<file path="config.mk">
export PLATFORM = sky130hd
export DESIGN_NAME = sdram_rd_pre_sched
export DESIGN_NICKNAME = d
export VERILOG_FILES = /design/src/rtl/sdram_rd_pre_pkg.sv /design/src/rtl/sdram_rd_pre_plan.sv /design/src/rtl/sdram_rd_pre_seq.sv /design/src/rtl/sdram_rd_pre_dv.sv /design/src/rtl/sdram_rd_pre_sched.sv
export SDC_FILE = /design/constraint.sdc
export NUM_CORES = 1
export LEC_CHECK = 0
export ABC_AREA = 0
export BUFFER_PORTS_ARGS = -buffer_cell sky130_fd_sc_hd__buf_2
export CORE_UTILIZATION = 45
export CTS_BUF_LIST = sky130_fd_sc_hd__clkbuf_8
export CTS_CLUSTER_SIZE = 40
export DETAILED_ROUTE_END_ITERATION = 10
export GPL_ROUTABILITY_DRIVEN = 0
export PLACE_DENSITY = 0.7
export SLEW_MARGIN = 15
export SYNTH_ARGS = -nofsm -noshare
export SYNTH_HDL_FRONTEND = slang
export SYNTH_SLANG_ARGS = --single-unit
</file>
<file path="constraint.sdc">
create_clock -name clk -period 3.4 [get_ports clk]
set_clock_uncertainty 0.2 [all_clocks]
set_input_delay 0.34 -clock clk [delete_from_list [all_inputs] [get_ports clk]]
set_output_delay 0.34 -clock clk [all_outputs]
set_load 0.02 [all_outputs]
</file>
<file path="src/rtl/sdram_rd_pre_pkg.sv">
package sdram_rd_pre_pkg;

   // {ras_n, cas_n, we_n}
   typedef enum logic [2:0] {
      CMD_ACT = 3'b011,
      CMD_RD  = 3'b101,
      CMD_PRE = 3'b010,
      CMD_NOP = 3'b111
   } cmd_e;

   typedef enum logic [1:0] {
      ST_IDLE,
      ST_READ,
      ST_TRP,
      ST_OPEN
   } seq_st_e;

   localparam int unsigned MIN_CL = 2;
   localparam int unsigned MAX_CL = 3;

endpackage

</file>
<file path="src/rtl/sdram_rd_pre_plan.sv">
module sdram_rd_pre_plan #(
   parameter int unsigned WANT_W   = 11,
   parameter int unsigned BL_SEL_W = 2
) (
   input  logic [WANT_W-1:0]   want,
   input  logic [BL_SEL_W-1:0] bl_sel,
   input  logic                full_page,
   input  logic                auto_req,
   output logic [WANT_W-1:0]   pre_off,
   output logic [WANT_W-1:0]   dv_len,
   output logic                explicit_pre,
   output logic                auto_eff
);

   localparam int unsigned MAX_BL_LOG = (1 << BL_SEL_W) - 1;

   if (WANT_W <= MAX_BL_LOG) begin : g_bad_want_w
      $error("WANT_W too small for the longest fixed burst");
   end

   logic [WANT_W-1:0] burst_len;
   logic [WANT_W-1:0] want_eff;
   logic [WANT_W-1:0] capped;

   always_comb begin
      burst_len = {{(WANT_W-1){1'b0}}, 1'b1} << bl_sel;
      want_eff  = (want == '0) ? {{(WANT_W-1){1'b0}}, 1'b1} : want;
      capped    = (want_eff < burst_len) ? want_eff : burst_len;
      if (full_page) begin
         pre_off      = want_eff;
         dv_len       = want_eff;
         explicit_pre = 1'b1;
         auto_eff     = 1'b0;
      end else if (auto_req) begin
         pre_off      = burst_len;
         dv_len       = capped;
         explicit_pre = 1'b0;
         auto_eff     = 1'b1;
      end else begin
         pre_off      = capped;
         dv_len       = capped;
         explicit_pre = 1'b1;
         auto_eff     = 1'b0;
      end
   end

endmodule

</file>
<file path="src/rtl/sdram_rd_pre_seq.sv">
module sdram_rd_pre_seq
   import sdram_rd_pre_pkg::*;
#(
   parameter int unsigned BANK_W = 2,
   parameter int unsigned ROW_W  = 13,
   parameter int unsigned COL_W  = 10,
   parameter int unsigned ADDR_W = 13,
   parameter int unsigned AP_BIT = 10,
   parameter int unsigned WANT_W = 11,
   parameter int unsigned TRP_W  = 4
) (
   input  logic              clk,
   input  logic              rst,
   input  logic              req_valid,
   input  logic [BANK_W-1:0] bank,
   input  logic [ROW_W-1:0]  row,
   input  logic [COL_W-1:0]  col,
   input  logic              pre_all,
   input  logic [TRP_W-1:0]  trp,
   input  logic [WANT_W-1:0] pre_off,
   input  logic [WANT_W-1:0] dv_len,
   input  logic              explicit_pre,
   input  logic              auto_eff,
   output logic [2:0]        cmd,
   output logic [ADDR_W-1:0] addr,
   output logic [BANK_W-1:0] ba,
   output logic              done,
   output logic              busy,
   output logic              accept,
   output logic              src_valid
);

   if (COL_W > AP_BIT) begin : g_bad_col
      $error("column must sit below the auto-precharge bit");
   end
   if (ROW_W > ADDR_W || AP_BIT >= ADDR_W) begin : g_bad_addr
      $error("address bus too narrow");
   end

   seq_st_e           st;
   logic [WANT_W-1:0] cnt;
   logic [WANT_W-1:0] pre_off_q;
   logic [WANT_W-1:0] dv_left;
   logic [TRP_W-1:0]  tcnt;
   logic [TRP_W-1:0]  trp_q;
   logic              explicit_q;
   logic              pre_all_q;
   logic [BANK_W-1:0] bank_q;
   logic [ROW_W-1:0]  row_q;
   logic [ADDR_W-1:0] rd_addr;
   logic [ADDR_W-1:0] pre_addr;
   logic [ADDR_W-1:0] act_addr;

   assign accept    = req_valid && (st == ST_IDLE);
   assign busy      = (st != ST_IDLE);
   assign src_valid = (dv_left != '0);

   always_comb begin
      rd_addr              = '0;
      rd_addr[COL_W-1:0]   = col;
      rd_addr[AP_BIT]      = auto_eff;
      pre_addr             = '0;
      pre_addr[AP_BIT]     = pre_all_q;
      act_addr             = '0;
      act_addr[ROW_W-1:0]  = row_q;
   end

   always_ff @(posedge clk) begin
      if (rst) begin
         st         <= ST_IDLE;
         cmd        <= CMD_NOP;
         addr       <= '0;
         ba         <= '0;
         done       <= 1'b0;
         cnt        <= '0;
         tcnt       <= '0;
         trp_q      <= '0;
         pre_off_q  <= '0;
         dv_left    <= '0;
         explicit_q <= 1'b0;
         pre_all_q  <= 1'b0;
         bank_q     <= '0;
         row_q      <= '0;
      end else begin
         cmd  <= CMD_NOP;
         addr <= '0;
         ba   <= '0;
         done <= 1'b0;
         if (dv_left != '0) dv_left <= dv_left - 1'b1;
         unique case (st)
            ST_IDLE: begin
               if (req_valid) begin
                  st         <= ST_READ;
                  cmd        <= CMD_RD;
                  addr       <= rd_addr;
                  ba         <= bank;
                  cnt        <= {{(WANT_W-1){1'b0}}, 1'b1};
                  pre_off_q  <= pre_off;
                  dv_left    <= dv_len;
                  explicit_q <= explicit_pre;
                  pre_all_q  <= pre_all;
                  bank_q     <= bank;
                  row_q      <= row;
                  trp_q      <= (trp == '0) ? {{(TRP_W-1){1'b0}}, 1'b1} : trp;
               end
            end
            ST_READ: begin
               if (cnt == pre_off_q) begin
                  st   <= ST_TRP;
                  tcnt <= {{(TRP_W-1){1'b0}}, 1'b1};
                  if (explicit_q) begin
                     cmd  <= CMD_PRE;
                     addr <= pre_addr;
                     ba   <= bank_q;
                  end
               end else begin
                  cnt <= cnt + 1'b1;
               end
            end
            ST_TRP: begin
               if (tcnt >= trp_q) begin
                  st   <= ST_OPEN;
                  cmd  <= CMD_ACT;
                  addr <= act_addr;
                  ba   <= bank_q;
                  done <= 1'b1;
               end else begin
                  tcnt <= tcnt + 1'b1;
               end
            end
            ST_OPEN: st <= ST_IDLE;
            default: st <= ST_IDLE;
         endcase
      end
   end

   // checker counter: cycles since the last explicit PRECHARGE, saturating
   logic [TRP_W:0] since_pre;
   always_ff @(posedge clk) begin
      if (rst) since_pre <= '0;
      else if (cmd == CMD_PRE) since_pre <= {{TRP_W{1'b0}}, 1'b1};
      else if (since_pre != '0 && since_pre != '1) since_pre <= since_pre + 1'b1;
   end


   accept_rd_chk: assert property (@(posedge clk) disable iff (rst)
      (req_valid && !busy) |=> (cmd == CMD_RD));

   no_pre_auto_chk: assert property (@(posedge clk) disable iff (rst)
      (cmd == CMD_PRE) |-> explicit_q);

   trp_gap_chk: assert property (@(posedge clk) disable iff (rst)
      (cmd == CMD_ACT && explicit_q) |-> (since_pre == {1'b0, trp_q}));

   rd_then_nop_chk: assert property (@(posedge clk) disable iff (rst)
      (cmd == CMD_RD) |=> (cmd == CMD_NOP || cmd == CMD_PRE));

   done_with_act_chk: assert property (@(posedge clk) disable iff (rst)
      done |-> (cmd == CMD_ACT && busy));

endmodule

</file>
<file path="src/rtl/sdram_rd_pre_dv.sv">
module sdram_rd_pre_dv
   import sdram_rd_pre_pkg::*;
(
   input  logic clk,
   input  logic rst,
   input  logic accept,
   input  logic cl3_sel,
   input  logic src_valid,
   output logic rd_valid
);

   logic [MAX_CL-1:0] stg;
   logic              cl_q;

   always_ff @(posedge clk) begin
      if (rst)         cl_q <= 1'b0;
      else if (accept) cl_q <= cl3_sel;
   end

   for (genvar k = 0; k < MAX_CL; k++) begin : g_stage
      if (k == 0) begin : g_head
         always_ff @(posedge clk) begin
            if (rst) stg[0] <= 1'b0;
            else     stg[0] <= src_valid;
         end
      end else begin : g_tail
         always_ff @(posedge clk) begin
            if (rst) stg[k] <= 1'b0;
            else     stg[k] <= stg[k-1];
         end
      end
   end

   assign rd_valid = cl_q ? stg[MAX_CL-1] : stg[MIN_CL-1];


   dv_follows_src_chk: assert property (@(posedge clk) disable iff (rst)
      rd_valid |-> (cl_q ? $past(src_valid, 3) : $past(src_valid, 2)));

endmodule

</file>
<file path="src/rtl/sdram_rd_pre_sched.sv">
module sdram_rd_pre_sched
   import sdram_rd_pre_pkg::*;
#(
   parameter int unsigned BANK_W   = 2,
   parameter int unsigned ROW_W    = 13,
   parameter int unsigned COL_W    = 10,
   parameter int unsigned ADDR_W   = 13,
   parameter int unsigned AP_BIT   = 10,
   parameter int unsigned WANT_W   = 11,
   parameter int unsigned TRP_W    = 4
) (
   input  logic              clk,
   input  logic              rst,
   input  logic              cl3_sel,
   input  logic [TRP_W-1:0]  trp_cfg,
   input  logic              req_valid,
   input  logic [BANK_W-1:0] req_bank,
   input  logic [ROW_W-1:0]  req_row,
   input  logic [COL_W-1:0]  req_col,
   input  logic              req_full_page,
   input  logic [1:0]        req_bl_sel,
   input  logic [WANT_W-1:0] req_want,
   input  logic              req_auto_pre,
   input  logic              req_pre_all,
   output logic [2:0]        cmd_rcw,
   output logic [ADDR_W-1:0] cmd_addr,
   output logic [BANK_W-1:0] cmd_ba,
   output logic              dqm,
   output logic              rd_valid,
   output logic              done,
   output logic              busy
);

   logic [WANT_W-1:0] pre_off;
   logic [WANT_W-1:0] dv_len;
   logic              explicit_pre;
   logic              auto_eff;
   logic              accept;
   logic              src_valid;

   sdram_rd_pre_plan #(.WANT_W(WANT_W), .BL_SEL_W(2)) u_plan (
      .want(req_want), .bl_sel(req_bl_sel), .full_page(req_full_page),
      .auto_req(req_auto_pre), .pre_off(pre_off), .dv_len(dv_len),
      .explicit_pre(explicit_pre), .auto_eff(auto_eff)
   );

   sdram_rd_pre_seq #(
      .BANK_W(BANK_W), .ROW_W(ROW_W), .COL_W(COL_W), .ADDR_W(ADDR_W),
      .AP_BIT(AP_BIT), .WANT_W(WANT_W), .TRP_W(TRP_W)
   ) u_seq (
      .clk(clk), .rst(rst), .req_valid(req_valid), .bank(req_bank),
      .row(req_row), .col(req_col), .pre_all(req_pre_all), .trp(trp_cfg),
      .pre_off(pre_off), .dv_len(dv_len), .explicit_pre(explicit_pre),
      .auto_eff(auto_eff), .cmd(cmd_rcw), .addr(cmd_addr), .ba(cmd_ba),
      .done(done), .busy(busy), .accept(accept), .src_valid(src_valid)
   );

   sdram_rd_pre_dv u_dv (
      .clk(clk), .rst(rst), .accept(accept), .cl3_sel(cl3_sel),
      .src_valid(src_valid), .rd_valid(rd_valid)
   );

   assign dqm = 1'b0;


   busy_rise_rd_chk: assert property (@(posedge clk) disable iff (rst)
      $rose(busy) |-> (cmd_rcw == CMD_RD));

endmodule

</file>
# ---- After elaboration in Yosys (flattened, before gate mapping)
# Cells that the tools add are included.
# Widths: inputs -> output; s select.
dict set report word_totals {
  register_bits 83
  latch_bits 0
  ram_bits 0
  mem_bits_ro 0
  input_bits 49
  output_inout_bits 22
  wordCells 87
  n_memories 0
}
dict set report classes {
  add_sub_neg 3
  n_mul 0
  div_mod_pow 0
  order_cmp 2
  n_eq_ne 9
  n_shift 1
  mux 40
  bitwise 1
  n_reduce_logical 13
}
# operator n
set ops {}
lappend ops {{$mux 11} 12}
lappend ops {{$pmux 13 s3} 1}
lappend ops {{$mux 13} 2}
lappend ops {{$pmux 11 s2} 1}
lappend ops {{$mux 2} 8}
lappend ops {{$mux 4} 3}
lappend ops {{$add 11x1->11 const B} 1}
lappend ops {{$eq 11x11->1} 1}
lappend ops {{$logic_not 11->1} 1}
lappend ops {{$lt 11x11->1} 1}
lappend ops {{$reduce_bool 11->1} 1}
lappend ops {{$shl 1x2->11 const A} 1}
lappend ops {{$sub 11x1->11 const B} 1}
lappend ops {{$mux 3} 3}
lappend ops {{$pmux 3 s3} 1}
lappend ops {{$reduce_and 3->1} 3}
lappend ops {{$pmux 2 s4} 1}
lappend ops {{$pmux 4 s2} 1}
lappend ops {{$mux 1} 6}
lappend ops {{$ne 2x2->1 const B} 3}
lappend ops {{$pmux 2 s3} 1}
lappend ops {{$reduce_bool 2->1} 3}
lappend ops {{$add 4x1->4 const B} 1}
lappend ops {{$eq 2x2->1 const B} 2}
lappend ops {{9 further kinds} 10}

# ---- Depth between registers and ports, before layout
# Gate-level depths: netlist of the first run.
dict set report depth {
  depth_word 7
  mapped_depth 11
}

# ---- Cells and area by module
# From an unflattened synthesis of the first run, not the netlist that was laid out.
dict set report unflattened {
  cells_unflattened 492
  area_unflattened_um2 4055.1
}
# module instances cells_each area_each_um2 seq_area_each_um2
set modules_own_cells {}
lappend modules_own_cells {sdram_rd_pre_seq 1 420 3507.1 1581.5}
lappend modules_own_cells {sdram_rd_pre_plan 1 60 409.1 0.0}
lappend modules_own_cells {sdram_rd_pre_dv 1 10 127.6 80.1}
lappend modules_own_cells {sdram_rd_pre_sched 1 2 11.3 0.0}

# ---- Worst setup path before layout of the first run
# Ideal clock, no wire load.
dict set report synth_path {
  kind {reg-to-reg}
  from {reg u_seq.st[1]}
  to {reg u_seq.cnt[8]}
  setup_ps 126
  arrival_time_ps 1836
  required_time_ps 3074
  path_slack_ps 1238
  stages_incl_launch_ff 10
  cell_sequence {dfxtp_1 inv_1 ha_1 clkbuf_1 inv_2 or4_1 clkbuf_1 nand4_1 xor2_1 nor2_1}
}
dict set report synth_via {
  elab_chain_len 3
  word_cells_on_any_way 7
  classes_between {eq/ne: 3; mux: 1; reduce/logical: 3}
}
# element line_no
set synth_lines {}
lappend synth_lines {{start, declared} sdram_rd_pre_seq.sv:40} ;# seq_st_e st;
lappend synth_lines {{start signal, assigned} sdram_rd_pre_seq.sv:70} ;# st <= ST_IDLE;
lappend synth_lines {{start signal, assigned} sdram_rd_pre_seq.sv:93} ;# st <= ST_READ;
lappend synth_lines {{start signal, assigned} sdram_rd_pre_seq.sv:109} ;# st <= ST_TRP;
lappend synth_lines {{$eq 2x1->1 / $logic_not 2->1 (equally long branches)} sdram_rd_pre_seq.sv:90} ;# unique case (st)
lappend synth_lines {{$ne 2x2->1 (no line) / $reduce_bool 2->1 (equally long branches)} --}
lappend synth_lines {{$reduce_and 3->1 (no line)} --}
lappend synth_lines {{end signal, assigned} sdram_rd_pre_seq.sv:97} ;# cnt <= {{(WANT_W-1){1'b0}}, 1'b1};
lappend synth_lines {{end signal, assigned} sdram_rd_pre_seq.sv:117} ;# cnt <= cnt + 1'b1;
lappend synth_lines {{end, declared} sdram_rd_pre_seq.sv:41} ;# logic [WANT_W-1:0] cnt;
# Several ways; a longest one is shown, not always the timed one.
# A chain may end at the register's enable or synchronous reset.

# ---- Worst setup path in the final report of the first run
dict set report layout_path {
  from {reg u_seq.st[1]}
  to {reg u_seq.cnt[2]}
}
# Same word-level chain as after synthesis.

==> flow_summary.json, run 1 <==
{
  "status": "completed",
  "finalHoldViolations": 0,
  "setup_violations": 0,
  "clk_pin_slew_ps": 90,
  "vias_per_cell": 5.30,
  "tritoncts": "yes",
  "die_area_sq_um": 8800,
  "setup.worst_path.class": "reg -> reg",
  "comb_power_share_pct": 39.1,
  "multi_input_area_sq_um": 1950,
  "cts_buffer_depth": 2,
  "synthTopCellsByCount": "83 x dfxtp_1, 72 x nand2_1, 43 x nor2_1",
  "power.density_nw_per_um2": 735,
  "cap_violations": 0,
  "dp_hpwl_um": 6240,
  "firstDrtPassIters": 7,
  "p_int_mw": 1.92,
  "netlist_area_sq_um": 3790,
  "io_buffers": 69,
  "area_growth_pct": 15.6,
  "fillers": 783,
  "grt_max_degree": 56,
  "post_route_cells_drive_above_1_share_pct": 18.4,
  "die_w_um": 93.8,
  "p_sw_share_pct": 40.5,
  "ys_ff_latch": 83,
  "synth_top_cell_area_share_pct": 43.8,
  "ys_top_cells_by_area": "dfxtp_1 44%, nand2_1 7.1%, a21oi_1 5.5%",
  "vias": 3298,
  "clock-sinks": 83,
  "synth_cell_types": 52,
  "hold_depth": 3,
  "grt_setup_unrepaired": "false",
  "start_kind": "flop",
  "seqPwrFrac_pct": 40.9,
  "cp_max_fo": 11,
  "fin_crit_sh_pct": 67.3,
  "instances_no_fill": 622,
  "htreeDepth": 3,
  "drcViolationCount": 0,
  "cp.required_ps": 3440,
  "grt_pass1_vias": 3092,
  "async_flop_share_pct": 0,
  "start_util_pct": 46.4,
  "nNetsFinal": 575,
  "wl_um": 8760,
  "yosys.area.top_type": "dfxtp_1",
  "finalMaxSlewViolations": 0,
  "dieHeight_um": 93.8,
  "num_rows": 33,
  "drtIter0Drc": 144,
  "cts_made_buffers": 9,
  "maxSlewHeadroom_pct": 30.4,
  "synth.most_common_cell": "dfxtp_1",
  "wl_per_cell_um": 14.1,
  "reg2reg_depth": 7,
  "min_to": "u_seq.pre_all_q",
  "worst_pin_slew_ps": 1040,
  "overflow": 0,
  "clock.fmax_mhz": 437,
  "ys_seq_area_share_pct": 43.8,
  "pwr-share-clk_pct": 20.0,
  "worstReg2RegStart": "u_seq.st[1]",
  "antenna_found_initial": 0,
  "track_usage_pct": 21.0,
  "detail-route-antenna-nets": 0,
  "tns_ps": 0,
  "min_from": "req_pre_all",
  "endpoint_kind": "flop",
  "leakage_nw": 1.84,
  "place_inst": 602,
  "syn_area_per_cell_sq_um": 8.38,
  "power.switching_mw": 1.31,
  "arrival_ps": 2330,
  "ir_worst_vdd_uv": 302,
  "regToRegEndpoint": "u_seq.cnt[2]",
  "yosysWarnings": 0,
  "seqCellArea_sq_um": 1660,
  "fin_crit_ps": 2290,
  "r2r_slack_ps": 1110,
  "cts_root_buf": "clkbuf_8",
  "clk_latency_ps": 350,
  "synth_edf_count": 0,
  "hp-class": "in -> reg",
  "grt_pass1_wl_um": 14300,
  "synth_fp_nets": 516,
  "ys.flop_type": "dfxtp_1",
  "coreArea_sq_um": 8180,
  "io_pins": 71,
  "n_antenna_cell": 0,
  "postSynthCellCount": 453
}
## how the worst max path moves through the flow
stage                             start            endpoint  slack (ps)  cells after the start
after floorplan             u_seq.st[1]        u_seq.cnt[8]        1240                      9
after global placement    req_bl_sel[1]  u_seq.pre_off_q[2]        1120                     10
after detailed placement  req_bl_sel[1]  u_seq.pre_off_q[6]        1010                     10
after CTS                   u_seq.st[1]        u_seq.cnt[2]        1120                      7
after global routing      u_seq.tcnt[0]      u_seq.addr[10]         980                      8
final                       u_seq.st[1]        u_seq.cnt[2]        1110                      7
## cell type report
class                   count  share of cell area [%]
inverters                  17                    1.45
flip-flops and latches     83                    37.9
clock inverters             7                    1.23
repair buffers             76                    9.30
clock buffers               9                    2.82
multi-input cells         325                    44.3
well taps                 105                    2.99
## metrics by stage
step	setup WS [ps]	power (mW)	area (sq um)	util, %	hold WS [ps]
finish	1110	3.22	4390	53.7	13.3
global route	980	3.46	4390	53.7	20.4
CTS	1120	3.24	4390	53.7	3.98
detailed placement	1010	2.59	4170	51.0	229
global placement	1120	2.54	4170	51.0	225
floorplan	1240	2.27	3790	-	214
## power groups by stage
| stage | logic (mW) | registers, mW | clock network [mW] |
|---|---|---|---|
| after floorplan | 0.921 | 1.35 | 0 |
| after global placement | 1.22 | 1.33 | 0 |
| after detailed placement | 1.25 | 1.34 | 0 |
| after CTS | 1.26 | 1.32 | 0.662 |
| after global routing | 1.41 | 1.35 | 0.705 |
| final | 1.26 | 1.32 | 0.644 |
## critical path: stages (launching register included)
cell	delay, ps
dfxtp_1	350
inv_1	80
ha_1	320
inv_2	70
or4_1	730
nand3_1	190
xor2_1	170
nor2_1	60
## cells by family (layout without fill, tap and decap cells)
| group | count (synthesis) | after routing | share of synthesized area [%] |
|---|---|---|---|
| buffers and inverters | 45 | 109 | 4.95 |
| AOI/OAI and AO/OA | 88 | 88 | 14.6 |
| xor gates and xnor gates | 25 | 25 | 5.77 |
| and+or+nand+nor | 185 | 185 | 23.0 |
| muxes | 12 | 12 | 3.20 |
| other | 1 | 1 | 0.0988 |
| DFF | 83 | 83 | 43.8 |
| adders and majority gates | 14 | 14 | 4.62 |
## timing repair
action,in CTS,in global routing
endpoints found under the setup margin,0,0
resized for setup,0,0
buffers inserted,0,0
hold buffers,4,0
endpoints found under the hold margin,4,0
## per-layer routing
| layer | vias up | global-route usage [%] | wire, um |
|---|---|---|---|
| li1 | 1670 | - | - |
| met1 | 1541 | 27.2 | 4140 |
| met2 | 69 | 33.7 | 4110 |
| met3 | 18 | 3.24 | 303 |
| met4 | 0 | 10.4 | 204 |
| met5 | - | 0 | 0 |
## cell usage in the layout (no fill, tap or decap), drive strengths merged, types with 3 or more instances in the layout
| cell | netlist | routed |
|---|---|---|
| clkinv | 0 | 3 |
| a211oi | 7 | 7 |
| nor2 | 43 | 43 |
| a21oi | 42 | 42 |
| dlygate4sd3 | 0 | 4 |
| nand2 | 72 | 72 |
| nor2b | 5 | 5 |
| and3 | 6 | 6 |
| nand4 | 10 | 10 |
| and2 | 7 | 7 |
| buf | 6 | 72 |
| o21ai | 9 | 9 |
| inv | 17 | 19 |
| xor2 | 11 | 11 |
| clkbuf | 22 | 9 |
| mux2i | 11 | 11 |
| dfxtp | 83 | 83 |
| nor4 | 5 | 5 |
| nand2b | 5 | 5 |
| ha | 14 | 14 |
| xnor2 | 14 | 14 |
| nand3 | 15 | 15 |
| a22oi | 13 | 13 |
| nor3 | 11 | 11 |
## state kept, by name, summed over array words and instances, names as in the netlist
register	count
u_seq.cnt	11
u_seq.trp_q	4
u_seq.tcnt	4
u_seq.st	2
u_seq.pre_off_q	11
u_seq.explicit_q	1
u_seq.dv_left	11
u_seq.addr	13
u_seq.bank_q	2
u_dv.cl_q	1
u_seq.cmd	3
u_seq.act_addr	13
u_dv.stg	3
u_seq.ba	2
u_seq.pre_all_q	1
u_seq.done	1
Power figures use the tool's default switching activity.
==> run 2, diff against run 1 <==
--- a/config.mk
+++ b/config.mk
@@ -5,14 +5,14 @@
 export SDC_FILE = /design/constraint.sdc
 export NUM_CORES = 1
 export LEC_CHECK = 0
-export ABC_AREA = 0
+export ABC_AREA = 1
 export BUFFER_PORTS_ARGS = -buffer_cell sky130_fd_sc_hd__buf_2
 export CORE_UTILIZATION = 45
 export CTS_BUF_LIST = sky130_fd_sc_hd__clkbuf_8
 export CTS_CLUSTER_SIZE = 40
 export DETAILED_ROUTE_END_ITERATION = 10
 export GPL_ROUTABILITY_DRIVEN = 0
-export PLACE_DENSITY = 0.7
+export PLACE_DENSITY = 0.69
 export SLEW_MARGIN = 15
 export SYNTH_ARGS = -nofsm -noshare
 export SYNTH_HDL_FRONTEND = slang
==> constraint.sdc (replaced) <==
create_clock -name clk -period 2.22 [get_ports clk]
set_clock_uncertainty 0.2 [all_clocks]
set_input_delay 0.222 -clock clk [delete_from_list [all_inputs] [get_ports clk]]
set_output_delay 0.222 -clock clk [all_outputs]
set_load 0.02 [all_outputs]
==> run 2 against run 1 <==
  * Worst hold slack lost 7.7 ps
  * Clock power grew 66%
  * Critical path type unchanged
  * Cell area grew 16%
  * Global-route usage grew 1.7 points
==> flow_summary.json, run 2 <==
{
  "setup.worst_path.class": "reg -> reg",
  "cts_hold_buf": 32,
  "ys.flop_type": "dfxtp_1",
  "detail-route-antenna-nets": 0,
  "final_cell_mix": "127 x nand2_1, 85 x nor2_1, 83 x dfxtp_1, 69 x buf_2, 58 x a21oi_1",
  "overflow": 0,
  "arrival_ps": 2090,
  "synth_top_cell_area_share_pct": 40.5,
  "nNetsFinal": 751,
  "yosys.area.top_type": "dfxtp_1",
  "synth_fp_nets": 654,
  "status": "completed",
  "netlist_area_sq_um": 4110,
  "synthTopCellsByCount": "127 x nand2_1, 85 x nor2_1, 83 x dfxtp_1",
  "wl_um": 10400,
  "start_util_pct": 46.8,
  "cp.required_ps": 2250,
  "clock-sinks": 83,
  "grt_setup_unrepaired": "false",
  "fin_ws_ps": 161,
  "start_kind": "flop",
  "setup_violations": 0,
  "power.density_nw_per_um2": 1040,
  "num_rows": 34,
  "io_pins": 71,
  "wl_per_cell_um": 13.0,
  "postSynthCellCount": 591,
  "cts_buffer_depth": 2,
  "pwr-share-clk_pct": 20.4,
  "finalHoldViolations": 0,
  "cts_setup_buffers": 0,
  "cts_made_buffers": 9,
  "clk_pin_slew_ps": 90,
  "n_antenna_cell": 0,
  "clk_latency_ps": 360,
  "final_common_cell": "nand2_1",
  "ys_ff_latch": 83,
  "io_buffers": 69,
  "drtIter0Drc": 188,
  "synth_edf_count": 0,
  "tns_ps": 0,
  "comb_power_share_pct": 41.1,
  "fillers": 801,
  "fin_crit_ps": 2060,
  "fin_crit_sh_pct": 92.7,
  "antenna_found_initial": 0,
  "power.switching_mw": 2.16,
  "dp_hpwl_um": 7260,
  "multi_input_area_sq_um": 2100,
  "coreArea_sq_um": 8760,
  "endpoint_kind": "flop",
  "cts_resized": 0,
  "ys_seq_area_share_pct": 40.5,
  "async_flop_share_pct": 0,
  "drcViolationCount": 0,
  "ir_worst_vdd_uv": 403,
  "firstDrtPassIters": 5,
  "area_growth_pct": 23.8,
  "cp_max_fo": 5,
  "synth_cell_types": 31,
  "cts_root_buf": "clkbuf_8",
  "vias": 4111,
  "yosysWarnings": 0,
  "track_usage_pct": 22.7,
  "place_ws_ps": 185,
  "grt_pass1_wl_um": 17700,
  "die_w_um": 97.5,
  "syn_area_per_cell_sq_um": 6.95,
  "cap_violations": 0,
  "finalMaxSlewViolations": 0,
  "vias_per_cell": 5.13,
  "seqCellArea_sq_um": 1660,
  "tritoncts": "yes",
  "leakage_nw": 2.35,
  "synth.most_common_cell": "nand2_1",
  "ys_top_cells_by_area": "dfxtp_1 40%, nand2_1 12%, nor2_1 7.8%",
  "p_int_mw": 3.12,
  "post_route_cells_drive_above_1_share_pct": 15.6,
  "htreeDepth": 3,
  "clock.fmax_mhz": 486,
  "grt_pass1_vias": 3897,
  "dieHeight_um": 97.5,
  "p_sw_share_pct": 40.9,
  "grt_max_degree": 30,
  "die_area_sq_um": 9510,
  "seqPwrFrac_pct": 38.6,
  "hp-class": "in -> reg"
}
run 2: changes by cell type in the layout (fill, tap and decap cells not counted), sizes merged, moves of 8 or more:
cell / delta
a21oi: +16
xnor2: -8
nand2: +56
mux2i: -11
dlygate4sd3: +28
nor2: +42
buf: +13
a22oi: -13
inv: +38
nand3: +29
o21ai: +24
run 2: final timing paths:
check	start	endpoint	slack [ps]	cells after the start
max	u_seq.trp_q[3]	u_seq.tcnt[0]	160	10
min	req_want[8]	u_seq.pre_off_q[8]	6	3
max reg2reg	u_seq.trp_q[3]	u_seq.tcnt[0]	160	10
min reg2reg	u_dv.stg[0]	u_dv.stg[1]	210	2
run 2: critical path, stage by stage, from the launching register on:
cell and delay, ps:
dfxtp_1 320, inv_1 50, ha_1 330, a21oi_1 170, nand3_1 120, nand2_1 120, inv_1 60, nor2_1 250
nand2_1 160, nand2_1 90, a21oi_1 60
run 2: power by group through the flow:
stage	Sequential (mW)	Combinational, mW	Clock (mW)
global route	2.08	2.44	1.16
floorplan	2.11	1.47	0
finish	2.03	2.17	1.07
CTS	2.03	2.15	1.09
detailed placement	2.06	2.09	0
global placement	2.05	2.04	0
run 2: per-layer routing:
layer	global-route usage, %	part of all wire (%)
met1	28.2	44
met2	39.6	49
met3	3.09	4.2
met4	8.48	2.2
met5	0	0
run 2: layout make-up:
type | count | share of cell area, %
clock buffer | 9 | 2.44
clock inverter | 7 | 1.35
inverter | 55 | 4.06
multi-input combinational | 422 | 41.3
sequential | 83 | 32.7
tap | 108 | 2.66
timing repair buffer | 117 | 15.5
run 2: stage by stage:
stage / area [sq um] / instances / util (%) / hold slack (ps) / total power [mW]
final: 5080 / 801 / 58.0 / 5.58 / 5.27
after detailed placement: 4570 / 753 / 52.2 / 205 / 4.15
after global placement: 4570 / 753 / 52.2 / 197 / 4.09
after CTS: 5080 / 801 / 58.0 / 4.41 / 5.27
after global routing: 5080 / 801 / 58.0 / 11.7 / 5.68
after floorplan: 4110 / 591 / - / 171 / 3.57
run 2: cell families after synthesis:
logic type	synth area share, %
AND/OR/NAND/NOR	29.6
AO/OA/AOI/OAI	12.2
other	0.0913
XOR/XNOR	5.12
flip-flops	40.5
buffers and inverters	8.32
adder cells (fa/ha/maj)	4.27
